==> config.mk <==
export PLATFORM = sky130hd
export DESIGN_NAME = bru_unit
export DESIGN_NICKNAME = d
export VERILOG_FILES = /design/src/rtl/bru_pkg.sv /design/src/rtl/bru_compare.sv /design/src/rtl/bru_decide.sv /design/src/rtl/bru_target.sv /design/src/rtl/bru_unit.sv
export SDC_FILE = /design/constraint.sdc
export NUM_CORES = 1
export LEC_CHECK = 0
export BUFFER_PORTS_ARGS = -buffer_cell sky130_fd_sc_hd__buf_2
export CAP_MARGIN = 20
export CORE_MARGIN = 5
export CORE_UTILIZATION = 35
export DETAILED_ROUTE_END_ITERATION = 7
export GPL_TIMING_DRIVEN = 0
export PLACE_DENSITY = 0.65
export RECOVER_POWER = 100
export SLEW_MARGIN = 20
export SYNTH_ARGS = -nofsm -noshare
export SYNTH_HDL_FRONTEND = slang
export SYNTH_SLANG_ARGS = --single-unit
==> constraint.sdc <==
create_clock -name vclk -period 5.13
set_clock_uncertainty 0.2 [all_clocks]
set_input_delay 0.2565 -clock vclk [all_inputs]
set_output_delay 0.2565 -clock vclk [all_outputs]
set_load 0.01 [all_outputs]
==> src/rtl/bru_pkg.sv <==
// Package: shared kind encoding and compare-result type for the
// compare-and-branch resolver. Assumes a 4-bit kind field.
package bru_pkg;

    typedef enum logic [3:0] {
        CT_NONE = 4'd0,
        CT_EQ   = 4'd1,
        CT_NE   = 4'd2,
        CT_LT   = 4'd3,
        CT_GE   = 4'd4,
        CT_LTU  = 4'd5,
        CT_GEU  = 4'd6,
        CT_JAL  = 4'd7,
        CT_JALR = 4'd8
    } ctl_kind_e;

    // Raw relations between the two operands; consumed at once, never stored.
    typedef struct packed {
        logic eq;
        logic lt_s;
        logic lt_u;
    } cmp_res_t;

endpackage

==> src/rtl/bru_compare.sv <==
// bru_compare: derives equality, signed-less and unsigned-less relations
// of two operands. USE_SUB selects one shared subtractor or direct
// comparators. Assumes W >= 2. Purely combinational.
module bru_compare
    import bru_pkg::*;
#(
    parameter int W       = 32,
    parameter bit USE_SUB = 1'b1
) (
    input  logic [W-1:0] op_a,
    input  logic [W-1:0] op_b,
    output cmp_res_t     res
);

    localparam int MSB = W - 1;

    logic ltu_w;
    logic eq_w;

    generate
        if (USE_SUB) begin : g_sub
            logic [W:0] diff;
            // Shared subtractor: the borrow out gives the unsigned less-than.
            always_comb begin
                diff  = {1'b0, op_a} - {1'b0, op_b};
                ltu_w = diff[W];
                eq_w  = (diff[W-1:0] == '0);
            end
        end else begin : g_cmp
            // Direct comparators, traded for a shorter carry path.
            always_comb begin
                ltu_w = (op_a < op_b);
                eq_w  = (op_a == op_b);
            end
        end
    endgenerate

    // Signed view: differing signs decide alone, else the unsigned view holds.
    always_comb begin
        res.eq   = eq_w;
        res.lt_u = ltu_w;
        res.lt_s = (op_a[MSB] ^ op_b[MSB]) ? op_a[MSB] : ltu_w;
    end

endmodule

==> src/rtl/bru_decide.sv <==
// bru_decide: turns the kind code and the operand relations into the
// taken decision and the jump qualifiers. Undefined codes are treated as
// "no transfer". Purely combinational.
module bru_decide
    import bru_pkg::*;
(
    input  logic [3:0] kind,
    input  cmp_res_t   res,
    output logic       taken,
    output logic       is_jump,
    output logic       is_reg_jump
);

    ctl_kind_e k;

    // Kind decode: the relation feeds the decision directly.
    always_comb begin
        k           = ctl_kind_e'(kind);
        taken       = 1'b0;
        is_jump     = 1'b0;
        is_reg_jump = 1'b0;
        case (k)
            CT_EQ:   taken = res.eq;
            CT_NE:   taken = ~res.eq;
            CT_LT:   taken = res.lt_s;
            CT_GE:   taken = ~res.lt_s;
            CT_LTU:  taken = res.lt_u;
            CT_GEU:  taken = ~res.lt_u;
            CT_JAL: begin
                taken   = 1'b1;
                is_jump = 1'b1;
            end
            CT_JALR: begin
                taken       = 1'b1;
                is_jump     = 1'b1;
                is_reg_jump = 1'b1;
            end
            default: taken = 1'b0;
        endcase
    end

endmodule

==> src/rtl/bru_target.sv <==
// bru_target: forms the sequential address and the transfer destination,
// then selects the next fetch address. Pc-relative offsets lose bit 0;
// register jumps clear bit 0 of the sum. Wraps modulo 2^W.
module bru_target #(
    parameter int W          = 32,
    parameter int INSN_BYTES = 4
) (
    input  logic [W-1:0] pc,
    input  logic [W-1:0] base_reg,
    input  logic [W-1:0] imm,
    input  logic         reg_jump,
    input  logic         taken,
    output logic [W-1:0] seq_pc,
    output logic [W-1:0] next_pc
);

    localparam logic [W-1:0] STEP = W'(INSN_BYTES);

    logic [W-1:0] base;
    logic [W-1:0] offs;
    logic [W-1:0] sum;
    logic [W-1:0] dest;

    // Single destination adder shared by pc-relative and register jumps.
    always_comb begin
        base = reg_jump ? base_reg : pc;
        offs = reg_jump ? imm : {imm[W-1:1], 1'b0};
        sum  = base + offs;
        dest = reg_jump ? {sum[W-1:1], 1'b0} : sum;
    end

    // Fall-through address and final selection.
    always_comb begin
        seq_pc  = pc + STEP;
        next_pc = taken ? dest : seq_pc;
    end

endmodule

==> src/rtl/bru_unit.sv <==
// bru_unit: top of the compare-and-branch resolver. Resolves a control
// transfer in the cycle its operands arrive. Assumes the caller has
// already forwarded the operands and assembled the immediate.
module bru_unit #(
    parameter int W          = 32,
    parameter int INSN_BYTES = 4,
    parameter bit USE_SUB    = 1'b1
) (
    input  logic [3:0]   kind_i,
    input  logic [W-1:0] rs1_i,
    input  logic [W-1:0] rs2_i,
    input  logic [W-1:0] pc_i,
    input  logic [W-1:0] imm_i,
    output logic         taken_o,
    output logic [W-1:0] target_o,
    output logic [W-1:0] link_o
);

    bru_pkg::cmp_res_t rel;
    logic              jump_w;
    logic              reg_jump_w;
    logic [W-1:0]      seq_w;

    bru_compare #(.W(W), .USE_SUB(USE_SUB)) u_cmp (
        .op_a (rs1_i),
        .op_b (rs2_i),
        .res  (rel)
    );

    bru_decide u_dec (
        .kind        (kind_i),
        .res         (rel),
        .taken       (taken_o),
        .is_jump     (jump_w),
        .is_reg_jump (reg_jump_w)
    );

    bru_target #(.W(W), .INSN_BYTES(INSN_BYTES)) u_tgt (
        .pc       (pc_i),
        .base_reg (rs1_i),
        .imm      (imm_i),
        .reg_jump (reg_jump_w),
        .taken    (taken_o),
        .seq_pc   (seq_w),
        .next_pc  (target_o)
    );

    // Link value is only meaningful for jumps.
    always_comb begin
        link_o = jump_w ? seq_w : '0;
    end

endmodule

==> results.toml <==
[global_route]
antenna_found_initial = 0
grt_pass1_vias = 6066
grt_usage_pct = 20.7
grt_max_degree = 11
overflow = 0
grt_pass1_wl_mm = 30.8

[layout]
clock_buffers = 0
seq_cells = 0
fill_cells = 1561
antenna_cells = 0
nets = 1156
seqCellArea_um2 = 0
final_layout_size_suffix_gt1_share_pct = 22.9
fin_area_um2 = 6460
area_growth_pct = 23.5
finalNonFillerCells = 1140

[power]
ir_drop_mv = 0.0533
p_leak_nw = 2.92
cellPowerDensity_nw_per_um2 = 124
power.total_mw = 0.800

[sta]
setup_viol = 0
hold_viol = 0
worst_slack_ps = 235
max_slew_margin_pct = 27.2
worst_pin_slew_ps = 1090
fin_crit_ps = 4890
maxSlewViolCount = 0
fin_crit_sh_pct = 95.4
fmax_mhz = 204

[yosys]
synth_fp_nets = 954
synthTopCellsByCount = "67 x nor2_1, 66 x a21oi_1, 64 x ha_1"
synth_most_common_cell = "nor2_1"
ys_seq_area_share_pct = 0
synth_top_family_by_area = "compound AO/OA/AOI/OAI gates"
yosys.area_share.simple_pct = 24.5
synth_compound_area_share_pct = 27.6
yosys_warnings = 0
yosys-top-cells-area = "ha_1 15%, mux2_2 7.3%, mux2i_1 6.5%"
synth_xor_area_share_pct = 11.6
postSynthAreaPerCell_um2 = 6.91
synth-adder-area-share_pct = 16.1
yosysTopAreaCellShare_pct = 15.3
syn_inst = 756
synth_top_area_cell = "ha_1"
synth.distinct_cells = 68
syn_area_um2 = 5230
synthMuxAreaShare_pct = 13.8

[setup_path]
critPathLaunchType = "input pin"
crit_path_start = "kind_i[1]"
criticalPathCategory = "in2out"
crit_end = "target_o[31]"
critical_path_peak_fanout = 10
required_ps = 4670
worstPathArrival_ps = 4440
crit_path_end_kind = "output pin"

[routing]
postRouteWirelength_mm = 19.7
first_pass_iters = 6
detail_route.wl_per_cell_um = 17.2
vias = 6402
drc_errors = 0
drtIter0Drc = 445
ant_nets = 0
vias_per_cell = 5.62

[floorplan]
pin_count = 197
die_w_um = 132
start_util_pct = 35.8
rows = 44
die_area_um2 = 17500
die_h_um = 132
core_um2 = 14600

[place]
place_hpwl_mm = 17.0
routabilityCongestion = 0.969
placed_cells = 1136
dp_slack_ps = -854
placed_area_um2 = 6440
numPortBuffers = 196

[clock_network]
ctsHoldBuffers = 0

[status]
status = "complete, no violations"

[worst_hold_path]
hold_class = "in2out"

[flow_run]
maxCapViolCount = 0
==> layout by cell type (no fill, tap or decap), types with 7 or more instances in the layout <==
master / count
nand4_1: 19
nor3_1: 16
o21ai_0: 32
o2111ai_1: 8
nand2b_1: 10
nand3_1: 25
ha_1: 64
xnor2_1: 36
nor2b_1: 17
mux2i_1: 34
mux2_2: 34
o211ai_1: 7
and3_1: 16
xor2_1: 33
buf_2: 150
a21oi_1: 64
o21a_1: 11
nand2_1: 58
a211oi_1: 10
a31oi_1: 8
nor2_1: 67
inv_1: 52
a21o_1: 14
clkbuf_1: 65
==> power breakdown <==
group	total (mW)	internal (mW)	switching [mW]
sequential	0	0	0
combinational	0.800	0.336	0.463
clock	0	0	0
==> what timing repair did <==
item,4_1_cts,5_1_grt
endpoints found under the setup margin,7,2
pin swaps,0,1
setup buffers,0,4
gates resized for setup,10,11
cloned,0,0
==> cells by family after synthesis <==
family / Yosys count
compound gates: 216
xor+xnor: 69
fa+ha+maj: 66
buf+inv: 79
mux: 68
simple gates: 258
==> worst min path at each step <==
stage / from / to / slack [ps] / depth (start not counted)
4_1_cts: pc_i[2] / link_o[2] / 660 / 3
3_3_place_gp: pc_i[1] / link_o[1] / 660 / 3
2_1_floorplan: pc_i[2] / link_o[2] / 360 / 1
3_5_place_dp: pc_i[2] / link_o[2] / 660 / 3
6_report: pc_i[1] / link_o[1] / 670 / 3
5_1_grt: pc_i[0] / target_o[0] / 680 / 3
==> critical path, stage by stage <==
cell and delay (ps):
buf_2 150, nor4b_1 290, buf_4 200, clkbuf_4 250
mux2_2 370, ha_1 390, a211oi_2 280, nor2_1 100
a211o_1 330, o21ai_2 240, o31a_1 240, a21oi_1 120
a41o_1 270, o21ai_1 180, o221ai_1 180, xnor2_1 150
mux2i_1 250, buf_2 190
==> layout make-up <==
cell class / count / area (um^2) / share of cell area (%)
multi-input cells: 677 / 4940 / 76.5
repair buffers: 200 / 941 / 14.6
inverters: 52 / 195 / 3.02
well taps: 184 / 230 / 3.57
plain buffers: 27 / 153 / 2.36
==> routing by layer <==
| layer | share of wire [%] | vias to the layer above | GRT usage (%) |
|---|---|---|---|
| li1 | - | 3208 | - |
| met1 | 44 | 2946 | 28.1 |
| met2 | 50 | 220 | 37.4 |
| met3 | 4.5 | 28 | 0.573 |
| met4 | 1.9 | 0 | 2.49 |
| met5 | 0 | - | 0 |
==> metrics by stage <==
step / utilization [%] / TNS, ps / hold WS (ps)
3_5_place_dp: 44.1 / -2950 / 658
5_1_grt: 44.3 / -2.20 / 683
4_1_cts: 44.3 / 0 / 656
6_report: 44.3 / 0 / 665
3_3_place_gp: 44.1 / -2930 / 656
2_1_floorplan: - / 0 / 361
Power figures use the tool's default switching activity.
